### config.mk
export PLATFORM = sky130hd
export DESIGN_NAME = gpio_bank
export DESIGN_NICKNAME = d
export VERILOG_FILES = /design/src/rtl/gpio_bank_pkg.sv /design/src/rtl/gpio_sync.sv /design/src/rtl/gpio_chan.sv /design/src/rtl/gpio_bank.sv
export SDC_FILE = /design/constraint.sdc
export NUM_CORES = 1
export LEC_CHECK = 0
export ABC_AREA = 1
export BUFFER_PORTS_ARGS = -buffer_cell sky130_fd_sc_hd__buf_2
export CORE_MARGIN = 2
export CORE_UTILIZATION = 30
export CTS_BUF_LIST = sky130_fd_sc_hd__clkbuf_2
export DETAILED_ROUTE_END_ITERATION = 10
export SLEW_MARGIN = 10
export SYNTH_ARGS = -nofsm -noshare
export SYNTH_HDL_FRONTEND = slang
export SYNTH_SLANG_ARGS = --single-unit
### constraint.sdc
create_clock -name clk -period 1.3 [get_ports clk]
set_clock_uncertainty 0.1 [all_clocks]
set_input_delay 0.195 -clock clk [delete_from_list [all_inputs] [get_ports clk]]
set_output_delay 0.195 -clock clk [all_outputs]
set_load 0.01 [all_outputs]
### src/rtl/gpio_bank_pkg.sv
package gpio_bank_pkg;
  localparam int BUS_W = 32;

  // register select, taken from byte address bits [3:2]
  typedef enum logic [1:0] {
    SEL_DATA1 = 2'd0,
    SEL_DIR1  = 2'd1,
    SEL_DATA2 = 2'd2,
    SEL_DIR2  = 2'd3
  } reg_sel_e;
endpackage

### src/rtl/gpio_sync.sv
module gpio_sync #(
  parameter int W = 8
) (
  input  logic         clk,
  input  logic         rst,
  input  logic [W-1:0] d,
  output logic [W-1:0] q
);
  logic [W-1:0] stage1, stage2;

  always_ff @(posedge clk) begin
    if (rst) begin
      stage1 <= '0;
      stage2 <= '0;
    end else begin
      stage1 <= d;
      stage2 <= stage1;
    end
  end

  assign q = stage2;
endmodule

### src/rtl/gpio_chan.sv
module gpio_chan #(
  parameter int           W        = 8,
  parameter bit           IN_ONLY  = 1'b0,
  parameter bit           BIDIR    = 1'b1,
  parameter logic [W-1:0] DOUT_RST = '0,
  parameter logic [W-1:0] DIR_RST  = '1
) (
  input  logic         clk,
  input  logic         rst,
  input  logic         wr_data,
  input  logic         wr_dir,
  input  logic [W-1:0] wdata,
  input  logic [W-1:0] pad_i,
  input  logic [W-1:0] in_i,
  output logic [W-1:0] pad_o,
  output logic [W-1:0] pad_t,
  output logic [W-1:0] dout,
  output logic [W-1:0] dir_o,
  output logic [W-1:0] rd_data,
  output logic [W-1:0] rd_dir
);
  logic [W-1:0] raw_in, sync_in;

  // input source selection
  if (BIDIR) begin : g_src_pad
    logic unused_src;
    assign raw_in     = pad_i;
    assign unused_src = ^in_i;
  end else begin : g_src_pin
    logic unused_src;
    assign raw_in     = in_i;
    assign unused_src = ^pad_i;
  end

  gpio_sync #(.W(W)) u_sync (
    .clk (clk),
    .rst (rst),
    .d   (raw_in),
    .q   (sync_in)
  );

  if (IN_ONLY) begin : g_in_only
    logic unused_wr;
    assign unused_wr = ^{wr_data, wr_dir, wdata};
    assign pad_o   = '0;
    assign pad_t   = '1;
    assign dout    = '0;
    assign dir_o   = '0;
    assign rd_data = sync_in;
    assign rd_dir  = '0;
  end else begin : g_in_out
    logic [W-1:0] data_q, dir_q;

    always_ff @(posedge clk) begin
      if (rst) begin
        data_q <= DOUT_RST;
        dir_q  <= DIR_RST;
      end else begin
        if (wr_data) data_q <= wdata;
        if (wr_dir)  dir_q  <= wdata;
      end
    end

    assign pad_o   = data_q;
    assign pad_t   = dir_q;
    assign dout    = data_q;
    assign dir_o   = dir_q;
    assign rd_data = (dir_q & sync_in) | (~dir_q & data_q);
    assign rd_dir  = dir_q;
  end
endmodule

### src/rtl/gpio_bank.sv
module gpio_bank
  import gpio_bank_pkg::*;
#(
  parameter int          W            = 8,
  parameter int          AW           = 4,
  parameter bit          DUAL         = 1'b1,
  parameter bit          IN_ONLY1     = 1'b0,
  parameter bit          IN_ONLY2     = 1'b0,
  parameter bit          BIDIR1       = 1'b1,
  parameter bit          BIDIR2       = 1'b0,
  parameter logic [31:0] CH1_DOUT_RST = 32'h0000_0000,
  parameter logic [31:0] CH1_DIR_RST  = 32'hFFFF_FFFF,
  parameter logic [31:0] CH2_DOUT_RST = 32'h0000_0000,
  parameter logic [31:0] CH2_DIR_RST  = 32'hFFFF_FFFF
) (
  input  logic             clk,
  input  logic             rst,
  input  logic [AW-1:0]    bus_addr,
  input  logic             bus_wr,
  input  logic [BUS_W-1:0] bus_wdata,
  input  logic             bus_rd,
  output logic [BUS_W-1:0] bus_rdata,
  input  logic [W-1:0]     ch1_pad_i,
  input  logic [W-1:0]     ch1_in_i,
  output logic [W-1:0]     ch1_pad_o,
  output logic [W-1:0]     ch1_pad_t,
  output logic [W-1:0]     ch1_dout,
  output logic [W-1:0]     ch1_dir,
  input  logic [W-1:0]     ch2_pad_i,
  input  logic [W-1:0]     ch2_in_i,
  output logic [W-1:0]     ch2_pad_o,
  output logic [W-1:0]     ch2_pad_t,
  output logic [W-1:0]     ch2_dout,
  output logic [W-1:0]     ch2_dir
);
  logic             upper_zero, hit;
  reg_sel_e         sel;
  logic [W-1:0]     wval;
  logic [W-1:0]     c1_rd_data, c1_rd_dir, c2_rd_data, c2_rd_dir;
  logic [BUS_W-1:0] rd_word;
  logic             unused_bus;

  if (AW > 4) begin : g_hi_addr
    assign upper_zero = (bus_addr[AW-1:4] == '0);
  end else begin : g_no_hi_addr
    assign upper_zero = 1'b1;
  end

  assign hit        = upper_zero && (bus_addr[1:0] == 2'b00);
  assign sel        = reg_sel_e'(bus_addr[3:2]);
  assign wval       = bus_wdata[W-1:0];
  assign unused_bus = ^bus_wdata;

  gpio_chan #(
    .W(W), .IN_ONLY(IN_ONLY1), .BIDIR(BIDIR1),
    .DOUT_RST(CH1_DOUT_RST[W-1:0]), .DIR_RST(CH1_DIR_RST[W-1:0])
  ) u_ch1 (
    .clk     (clk),
    .rst     (rst),
    .wr_data (bus_wr && hit && sel == SEL_DATA1),
    .wr_dir  (bus_wr && hit && sel == SEL_DIR1),
    .wdata   (wval),
    .pad_i   (ch1_pad_i),
    .in_i    (ch1_in_i),
    .pad_o   (ch1_pad_o),
    .pad_t   (ch1_pad_t),
    .dout    (ch1_dout),
    .dir_o   (ch1_dir),
    .rd_data (c1_rd_data),
    .rd_dir  (c1_rd_dir)
  );

  if (DUAL) begin : g_ch2
    gpio_chan #(
      .W(W), .IN_ONLY(IN_ONLY2), .BIDIR(BIDIR2),
      .DOUT_RST(CH2_DOUT_RST[W-1:0]), .DIR_RST(CH2_DIR_RST[W-1:0])
    ) u_ch2 (
      .clk     (clk),
      .rst     (rst),
      .wr_data (bus_wr && hit && sel == SEL_DATA2),
      .wr_dir  (bus_wr && hit && sel == SEL_DIR2),
      .wdata   (wval),
      .pad_i   (ch2_pad_i),
      .in_i    (ch2_in_i),
      .pad_o   (ch2_pad_o),
      .pad_t   (ch2_pad_t),
      .dout    (ch2_dout),
      .dir_o   (ch2_dir),
      .rd_data (c2_rd_data),
      .rd_dir  (c2_rd_dir)
    );
  end else begin : g_no_ch2
    logic unused_ch2;
    assign unused_ch2 = ^{ch2_pad_i, ch2_in_i};
    assign ch2_pad_o  = '0;
    assign ch2_pad_t  = '1;
    assign ch2_dout   = '0;
    assign ch2_dir    = '0;
    assign c2_rd_data = '0;
    assign c2_rd_dir  = '0;
  end

  // read multiplexer, sampled with the values from before any same-cycle write
  always_comb begin
    rd_word = '0;
    if (bus_rd && hit) begin
      unique case (sel)
        SEL_DATA1: rd_word = BUS_W'(c1_rd_data);
        SEL_DIR1:  rd_word = BUS_W'(c1_rd_dir);
        SEL_DATA2: rd_word = BUS_W'(c2_rd_data);
        SEL_DIR2:  rd_word = BUS_W'(c2_rd_dir);
        default:   rd_word = '0;
      endcase
    end
  end

  always_ff @(posedge clk) begin
    if (rst) bus_rdata <= '0;
    else     bus_rdata <= rd_word;
  end
endmodule

==> flow_summary_export.csv, run 1 <==
group,metric,value,unit
status,status,"finished clean",
power_and_ir_drop,p_total,3.91,mW
synthesis,postSynthCellCount,487,
hold_path,worstHoldPathType,"primary input to flop",
timing,postLayoutSetupSlackWorst,4.15,ps
placement,placed_cells_incl_taps,701,
critical_path,reg2regPathDepth,3,
layout,final.fill_count,1110,
critical_path,cp_num_cells,1,
floorplanning,rows,38,
critical_path,timing.critical_path.required,1000,ps
timing,final-max-slew-violation-count,0,
power_and_ir_drop,p_per_cell_area,793,nW/um2
floorplanning,floorplan.die_area,12200,um2
placement,placed_cell_area,3800,um2
clock_network,cts.root.buffer_cell,"sky130_fd_sc_hd__clkbuf_2",
global_route,grtUsageTotal,14.9,%
placement,placement.io_buffers,103,
detailed_routing,route.detailed.wl_per_inst,11.6,um
clock_network,clock_tree.htree_level_count,3,
synthesis,synth.yosys.warnings,0,
synthesis,postSynthAreaPerCell,6.99,um2
power_and_ir_drop,vdd_ir_drop_max,0.498,mV
hold_path,min_path_cells,3,
timing,final-setup-viol-count,0,
synthesis,synthDominantCellAreaShare,42.3,%
detailed_routing,vias_per_cell,4.00,
detailed_routing,route.detailed.drc,0,
synthesis,post_synth_num_cell_types,20,
floorplanning,start_util,31.1,%
timing,timing.final.crit_share,99.7,%
synthesis,synth.top_cells.by_area,"sky130_fd_sc_hd__dfxtp_1 (42%), sky130_fd_sc_hd__nand2_1 (14%), sky130_fd_sc_hd__buf_4 (13%), sky130_fd_sc_hd__inv_1 (9.9%), sky130_fd_sc_hd__nand3_1 (7.1%)",
critical_path,critPathKind,"flop to primary output",
timing,maxClockFrequency,0.772,GHz
global_route,grt_pass1_wl,14400,um
synthesis,ys_ff_latch,72,
clock_network,cts_num_sinks,72,
layout,antenna_cells,0,
synthesis,ys.flop_type,"sky130_fd_sc_hd__dfxtp_1",
synthesis,synth_enable_flop_cells,0,
detailed_routing,total_detailed_routing_wirelength,8990,um
clock_network,insertion_delay,470,ps
timing,final.min_clock_period,1300,ps
clock_network,clockBufferDepth,2,
layout,nets,704,
floorplanning,ios,168,
detailed_routing,antenna_violating_nets_post_route,0,
timing,fin_worst_hold_slack,40.5,ps
timing,rsz0062_at_grt,"yes",
synthesis,synth_top_cell_by_area,"sky130_fd_sc_hd__dfxtp_1",
global_route,overflow,0,
critical_path,critical-path-slowest-cell,"sky130_fd_sc_hd__dfxtp_4",
floorplanning,die_w,111,um
layout,drive_gt1_share,33.5,%
critical_path,cpLargestDelayFamily,"flip-flops",
detailed_routing,vias,3107,
power_and_ir_drop,leakagePower,2.77,nW
critical_path,crit_chain,"buf_6",
synthesis,netlist_area_before_placement,3400,um2
critical_path,slowest_delay,410,ps
global_route,number_of_antenna_violations_at_the_first_check_in_global_routing,0,
synthesis,most_used_standard_cell_by_instance_count_after_synthesis,"sky130_fd_sc_hd__nand2_1",
global_route,number_of_global_route_vias_before_repair,2927,
floorplanning,die_h,111,um
critical_path,critPathCaptureType,"primary output",
placement,place_hpwl,6450,um
timing,finalSetupTns,0,ps
layout,fin_area,4930,um2
layout,syn_to_final_growth,44.8,%
critical_path,setup.worst_path.start_class,"flop",
critical_path,path_max_fanout,4,
detailed_routing,drtIter0Drc,206,
placement,placement.setup.worst_slack,2.96,ps
clock_network,clk_pin_slew_worst_paths,190,ps
synthesis,synth_top_cells_by_count,"sky130_fd_sc_hd__nand2_1 (130), sky130_fd_sc_hd__inv_1 (90), sky130_fd_sc_hd__dfxtp_1 (72), sky130_fd_sc_hd__nor2_1 (59), sky130_fd_sc_hd__buf_4 (58)",
timing,timing.final.hold_violations,0,
critical_path,worst-endpoint-arrival,1000,ps
critical_path,worst-path-buf-inv,1,
synthesis,postSynth.asyncResetShare,0,%
global_route,grt_start_max_net_pins,21,
layout,layout.core_utilization,45.1,%
clock_network,cts_inserted_buffers,9,
floorplanning,core_footprint,10900,um2
run,maxCapViolations,0,
layout,fin_cells,776,
placement,globalplace.congestion,0.866,
clock_network,tritoncts,"done",
synthesis,synth_sequential_area_ratio,42.3,%
detailed_routing,drt_first_pass_iters,4,
critical_path,reg2reg_setup_slack,110,ps
## metal layers
metal / vias up / part of all wire, % / GRT usage, %
li1: 1630 / - / -
met1: 1352 / 43 / 18.3
met2: 111 / 49 / 24.8
met3: 14 / 6.7 / 3.84
met4: 0 / 1.7 / 5.75
met5: - / 0 / 0
## cells in the final DEF (no fill, tap or decap), types with 3 or more instances in the layout
| cell | n |
|---|---|
| sky130_fd_sc_hd__clkbuf_2 | 9 |
| sky130_fd_sc_hd__conb_1 | 24 |
| sky130_fd_sc_hd__dfxtp_2 | 10 |
| sky130_fd_sc_hd__inv_2 | 3 |
| sky130_fd_sc_hd__nand2_1 | 130 |
| sky130_fd_sc_hd__dfxtp_1 | 36 |
| sky130_fd_sc_hd__nor2_1 | 59 |
| sky130_fd_sc_hd__dfxtp_4 | 26 |
| sky130_fd_sc_hd__nor2_2 | 6 |
| sky130_fd_sc_hd__nor2_4 | 4 |
| sky130_fd_sc_hd__buf_2 | 39 |
| sky130_fd_sc_hd__buf_6 | 64 |
| sky130_fd_sc_hd__buf_4 | 42 |
| sky130_fd_sc_hd__nand3_1 | 48 |
| sky130_fd_sc_hd__dlygate4sd3_1 | 34 |
| sky130_fd_sc_hd__inv_1 | 90 |
## final timing paths
check	from	end
worst max register to register	u_ch1.u_sync.stage1[7]$_SDFF_PP0_	u_ch1.u_sync.q[7]$_SDFF_PP0_
worst min register to register	g_ch2.u_ch2.u_sync.stage1[0]$_SDFF_PP0_	g_ch2.u_ch2.u_sync.q[0]$_SDFF_PP0_
worst max-delay path	g_ch2.u_ch2.dir_o[7]$_SDFFE_PP1P_	ch2_dir[7]
worst min-delay path	rst	u_ch1.u_sync.q[1]$_SDFF_PP0_
## cells by family after synthesis
group,after synthesis,share of synthesized area [%]
buf+inv,162,25.0
other cells,1,0.110
flops,72,42.3
simple gates,252,32.5
## final cells by class
type / instances / area, um2 / area share (%)
Multi-Input combinational cell: 276 / 1200 / 24.3
Clock buffer: 9 / 45.0 / 0.913
Tap cell: 140 / 175 / 3.55
Sequential cell: 72 / 1550 / 31.5
Clock inverter: 6 / 37.5 / 0.761
Inverter: 94 / 353 / 7.16
Timing Repair Buffer: 179 / 1570 / 31.9
## power breakdown
group / switching, mW / leakage, nW / total, mW / internal (mW)
logic: 0.325 / 2.12 / 0.634 / 0.309
registers: 0.0430 / 0.601 / 2.28 / 2.24
clock network: 0.761 / 0.0512 / 0.992 / 0.231
total: 1.13 / 2.77 / 3.91 / 2.78
## timing repair
item                                    4_1_cts  5_1_grt
resized for setup                           101       29
hold buffers                                 34        0
endpoints found under the setup margin       66       72
hold endpoints to repair                     53        0
buffers inserted                             25        1
Note: power is estimated with default switching activity, not from simulation.
==> run 2: changes to the inputs <==
--- a/config.mk
+++ b/config.mk
@@ -11,6 +11,8 @@
 export CORE_UTILIZATION = 30
 export CTS_BUF_LIST = sky130_fd_sc_hd__clkbuf_2
 export DETAILED_ROUTE_END_ITERATION = 10
+export REMOVE_ABC_BUFFERS = 1
+export SKIP_LAST_GASP = 1
 export SLEW_MARGIN = 10
 export SYNTH_ARGS = -nofsm -noshare
 export SYNTH_HDL_FRONTEND = slang
==> flow_summary_export.csv, run 2 (same netlist as run 1, synthesis figures left out) <==
group,metric,value,unit
status,status,"complete, but fails checks",
status,failed_checks,"setup timing",
critical_path,critPathKind,"flop to primary output",
detailed_routing,antenna_violating_nets_post_route,0,
detailed_routing,vias,3145,
floorplanning,ios,168,
clock_network,clk_pin_slew_worst_paths,220,ps
global_route,grt_start_max_net_pins,33,
floorplanning,floorplan.die_area,12200,um2
layout,final.fill_count,1080,
floorplanning,start_util,31.1,%
layout,antenna_cells,0,
global_route,number_of_antenna_violations_at_the_first_check_in_global_routing,0,
detailed_routing,total_detailed_routing_wirelength,9210,um
critical_path,crit_chain,"buf_6",
detailed_routing,route.detailed.wl_per_inst,12.0,um
hold_path,worstHoldPathType,"primary input to flop",
power_and_ir_drop,p_per_cell_area,889,nW/um2
timing,fin_worst_hold_slack,44.4,ps
layout,syn_to_final_growth,43.8,%
layout,nets,695,
critical_path,worst-path-buf-inv,1,
critical_path,path_max_fanout,3,
global_route,overflow,0,
clock_network,insertion_delay,510,ps
clock_network,cts_inserted_buffers,9,
placement,place_hpwl,5980,um
critical_path,critical-path-slowest-cell,"sky130_fd_sc_hd__dfxtp_4",
timing,postLayoutSetupSlackWorst,-49.0,ps
clock_network,cts_num_sinks,72,
floorplanning,die_w,111,um
floorplanning,rows,38,
critical_path,setup.worst_path.start_class,"flop",
timing,final-setup-viol-count,60,
layout,seq_area,1540,um2
critical_path,critPathCaptureType,"primary output",
run,maxCapViolations,0,
placement,placement.io_buffers,103,
critical_path,timing.critical_path.required,1000,ps
detailed_routing,vias_per_cell,4.10,
layout,layout.core_utilization,44.8,%
placement,placed_cells_incl_taps,703,
placement,globalplace.congestion,0.761,
global_route,grtUsageTotal,15.1,%
detailed_routing,route.detailed.drc,0,
placement,placement.setup.worst_slack,-67.5,ps
power_and_ir_drop,leakagePower,2.76,nW
timing,final-max-slew-violation-count,0,
critical_path,cpLargestDelayFamily,"flip-flops",
critical_path,worst-endpoint-arrival,1050,ps
timing,maxClockFrequency,0.741,GHz
layout,drive_gt1_share,33.6,%
floorplanning,die_h,111,um
clock_network,tritoncts,"done",
global_route,number_of_global_route_vias_before_repair,2955,
clock_network,clock_tree.htree_level_count,3,
layout,fin_cells,768,
layout,multiInputGateArea,1200,um2
power_and_ir_drop,vdd_ir_drop_max,0.558,mV
critical_path,slowest_delay,410,ps
timing,final.min_clock_period,1350,ps
timing,timing.final.crit_share,104,%
clock_network,cts.root.buffer_cell,"sky130_fd_sc_hd__clkbuf_2",
timing,timing.final.hold_violations,0,
timing,rsz0062_at_grt,"yes",
layout,layout.cells.most_common,"sky130_fd_sc_hd__nand2_1",
detailed_routing,drt_first_pass_iters,5,
layout,layout.cells.most_common_list,"sky130_fd_sc_hd__nand2_1 (130), sky130_fd_sc_hd__inv_1 (90), sky130_fd_sc_hd__buf_6 (63)",
detailed_routing,drtIter0Drc,138,
clock_network,clockBufferDepth,2,
global_route,grt_pass1_wl,14700,um
floorplanning,core_footprint,10900,um2
[run 2: cell types whose count changed in the layout (fill, tap and decap cells not counted)]
cell                            delta
sky130_fd_sc_hd__buf_12            +2
sky130_fd_sc_hd__clkinv_2          +1
sky130_fd_sc_hd__dfxtp_4           -3
sky130_fd_sc_hd__bufinv_16         +2
sky130_fd_sc_hd__dlygate4sd3_1     -9
sky130_fd_sc_hd__buf_6             -1
sky130_fd_sc_hd__clkinv_4          -1
sky130_fd_sc_hd__buf_2             +1
sky130_fd_sc_hd__dfxtp_1           +3
sky130_fd_sc_hd__clkinvlp_4        -1
sky130_fd_sc_hd__buf_4             -2
[run 2: what timing repair did]
item / 4_1_cts / 5_1_grt
hold buffers: 25 / 0
resized for setup: 107 / 12
endpoints found under the hold margin: 49 / 0
setup endpoints to repair: 72 / 72
setup buffers: 24 / 0
[run 2: final timing paths]
kind / cells after the start / endpoint / slack (ps) / from
hold / removal: 6 / g_ch2.u_ch2.dout[5]$_SDFFE_PP0P_ / 40 / bus_addr[1]
setup / recovery: 1 / ch2_dir[7] / -50 / g_ch2.u_ch2.dir_o[7]$_SDFFE_PP1P_
setup reg to reg: 8 / bus_rdata[4]$_SDFF_PP0_ / 200 / g_ch2.u_ch2.dir_o[4]$_SDFFE_PP1P_
hold reg to reg: 2 / u_ch1.u_sync.q[0]$_SDFF_PP0_ / 300 / u_ch1.u_sync.stage1[0]$_SDFF_PP0_
[run 2: final cells by class]
type                       instances  area share (%)
sequential                        72            31.5
inverter                          94            7.20
multi-input combinational        276            24.5
clock buffer                       9           0.920
tap                              140            3.58
clock inverter                     7            1.76
timing repair buffer             170            30.6
[run 2: per-stage QoR]
step	setup TNS, ps	instance area, um2	total power, mW
2_1_floorplan	0	2990	2.61
3_3_place_gp	-17.5	3840	2.85
3_5_place_dp	-314	3840	2.86
4_1_cts	-4110	4850	4.41
5_1_grt	-6920	4900	4.59
6_report	-1330	4900	4.36
[run 2: report_power, final]
group	total, mW	internal [mW]	switching, mW
Sequential	2.29	2.25	0.0412
Clock	1.44	0.620	0.817
Combinational	0.630	0.302	0.328
Total	4.36	3.17	1.19
[run 2: routing by layer]
layer	global-route usage (%)	up-vias	part of all wire [%]
li1	-	1615	-
met1	19.6	1387	46
met2	24.6	126	46
met3	3.90	17	6.0
met4	4.33	0	1.8
met5	0	-	0
==> run 3: changes to the inputs <==
--- a/config.mk
+++ b/config.mk
@@ -11,9 +11,10 @@
 export CORE_UTILIZATION = 30
 export CTS_BUF_LIST = sky130_fd_sc_hd__clkbuf_2
 export DETAILED_ROUTE_END_ITERATION = 10
+export GPL_TIMING_DRIVEN = 0
 export REMOVE_ABC_BUFFERS = 1
 export SKIP_LAST_GASP = 1
-export SLEW_MARGIN = 10
+export SLEW_MARGIN = 20
 export SYNTH_ARGS = -nofsm -noshare
 export SYNTH_HDL_FRONTEND = slang
 export SYNTH_SLANG_ARGS = --single-unit
==> constraint.sdc (replaced) <==
create_clock -name clk -period 1.1 [get_ports clk]
set_clock_uncertainty 0.1 [all_clocks]
set_input_delay 0.165 -clock clk [delete_from_list [all_inputs] [get_ports clk]]
set_output_delay 0.165 -clock clk [all_outputs]
set_load 0.01 [all_outputs]
==> flow_summary_export.csv, run 3 (same netlist as run 1, synthesis figures left out) <==
group,metric,value,unit
power_and_ir_drop,power.combinational.fraction,15.3,%
critical_path,critPathKind,"flop to primary output",
detailed_routing,total_detailed_routing_wirelength,9210,um
power_and_ir_drop,vdd_ir_drop_max,0.541,mV
floorplanning,start_util,31.1,%
global_route,number_of_global_route_vias_before_repair,3051,
run,maxCapViolations,0,
detailed_routing,drtIter0Drc,74,
critical_path,worst-endpoint-arrival,1050,ps
critical_path,path_max_fanout,3,
floorplanning,floorplan.die_area,12200,um2
detailed_routing,route.detailed.wl_per_inst,12.1,um
timing,final.min_clock_period,1320,ps
floorplanning,core_footprint,10900,um2
power_and_ir_drop,leakagePower,2.74,nW
detailed_routing,drt_first_pass_iters,5,
detailed_routing,vias,3140,
clock_network,cts_num_sinks,72,
layout,syn_to_final_growth,45.3,%
layout,nets,690,
critical_path,crit_chain,"buf_6",
global_route,grt_pass1_wl,14700,um
clock_network,clock_tree.htree_level_count,3,
detailed_routing,antenna_violating_nets_post_route,0,
global_route,grtUsageTotal,15.2,%
power_and_ir_drop,p_clk_share,29.9,%
global_route,number_of_antenna_violations_at_the_first_check_in_global_routing,0,
power_and_ir_drop,share_seq_of_total_power,54.8,%
clock_network,clockBufferDepth,2,
floorplanning,rows,38,
clock_network,insertion_delay,520,ps
critical_path,worst-path-buf-inv,1,
global_route,grt_start_max_net_pins,36,
critical_path,cpLargestDelayFamily,"flip-flops",
critical_path,critPathCaptureType,"primary output",
placement,globalplace.congestion,0.787,
layout,drive_gt1_share,34.8,%
layout,layout.cells.most_common_list,"sky130_fd_sc_hd__nand2_1 (126), sky130_fd_sc_hd__inv_1 (84), sky130_fd_sc_hd__buf_6 (76)",
timing,finalSetupTns,-13820,ps
layout,layout.cells.most_common,"sky130_fd_sc_hd__nand2_1",
status,failed_checks,"hold timing, setup timing",
floorplanning,die_h,111,um
clock_network,clk_pin_slew_worst_paths,210,ps
timing,rsz0062_at_grt,"yes",
clock_network,tritoncts,"done",
floorplanning,ios,168,
power_and_ir_drop,switching_share,28.9,%
layout,layout.core_utilization,45.2,%
detailed_routing,route.detailed.drc,0,
timing,maxSlewHeadroom,60.7,%
timing,timing.final.hold_violations,31,
clock_network,cts_hold_buffers,38,
critical_path,setup.worst_path.start_class,"flop",
clock_network,cts.root.buffer_cell,"sky130_fd_sc_hd__clkbuf_2",
global_route,overflow,0,
timing,postLayoutSetupSlackWorst,-218,ps
layout,antenna_cells,0,
critical_path,timing.critical_path.required,830,ps
timing,fin_worst_hold_slack,-54.9,ps
clock_network,cts_inserted_buffers,9,
detailed_routing,vias_per_cell,4.12,
critical_path,critical-path-slowest-cell,"sky130_fd_sc_hd__dfxtp_4",
status,status,"complete, but fails checks",
timing,worst-slew-pin-transition,589,ps
power_and_ir_drop,power.net_switching,1.43,mW
floorplanning,die_w,111,um
timing,maxClockFrequency,0.759,GHz
timing,final-setup-viol-count,78,
power_and_ir_drop,p_per_cell_area,998,nW/um2
placement,place_hpwl,5360,um
power_and_ir_drop,internal-power,3.51,mW
placement,placement.io_buffers,103,
critical_path,slowest_delay,410,ps
timing,timing.final.crit_share,120,%
timing,final-max-slew-violation-count,0,
layout,final.fill_count,1093,
critical_path,reg2reg_setup_slack,-70,ps
hold_path,worstHoldPathType,"primary input to flop",
-- run 3: cell types whose count changed in the layout (fill, tap and decap cells not counted), sizes merged --
cell and change:
buf -15, bufinv -1, clkbuf +1, clkinv -1, clkinvlp +3, dlygate4sd3 +8
-- run 3: path summary, 6_finish.rpt --
path                                                               from                                  to  cells after the start
worst max-delay path                  g_ch2.u_ch2.dir_o[5]$_SDFFE_PP1P_                          ch2_dir[5]                      1
worst min-delay path                                                rst        u_ch1.u_sync.q[7]$_SDFF_PP0_                      2
worst max register to register        g_ch2.u_ch2.dir_o[5]$_SDFFE_PP1P_             bus_rdata[5]$_SDFF_PP0_                      9
worst min register to register  g_ch2.u_ch2.u_sync.stage1[6]$_SDFF_PP0_  g_ch2.u_ch2.u_sync.q[6]$_SDFF_PP0_                      2
-- run 3: power by group through the flow --
| stage | clock network, mW | registers (mW) | logic [mW] |
|---|---|---|---|
| final | 1.48 | 2.70 | 0.753 |
| after global routing | 1.63 | 2.72 | 0.843 |
| after CTS | 1.52 | 2.71 | 0.733 |
| after detailed placement | 0 | 2.80 | 0.527 |
| after global placement | 0 | 2.80 | 0.517 |
| after floorplan | 0 | 2.82 | 0.268 |
-- run 3: cell type report --
cell class                 count  area [um2]  share of cell area (%)
timing repair inverter         1        7.51                   0.152
sequential                    72        1540                    31.1
clock inverter                 7        62.6                    1.26
inverter                      94         362                    7.31
clock buffer                   9        45.0                   0.911
tap                          140         175                    3.54
multi-input combinational    276        1250                    25.3
timing repair buffer         164        1500                    30.4
-- run 3: timing repair --
action,CTS,global route
endpoints found under the setup margin,108,88
resized for setup,113,44
gates cloned,1,0
pin swaps,1,17
hold endpoints to repair,72,43
buffers inserted,25,3
-- run 3: metal layers --
metal	global-route usage, %	vias up	wire (um)
li1	-	1598	-
met1	17.5	1409	3900
met2	26.9	112	4530
met3	4.72	21	604
met4	4.58	0	177
met5	0	-	0
-- run 3: through the flow --
stage	cell area [um2]	total power [mW]	setup WS, ps	std cells
3_5_place_dp	3680	3.33	-895	685
4_1_cts	4820	4.97	-257	765
5_1_grt	4950	5.19	-312	763
6_report	4950	4.93	-218	763
3_3_place_gp	3680	3.31	-840	685
2_1_floorplan	2990	3.09	43.8	442
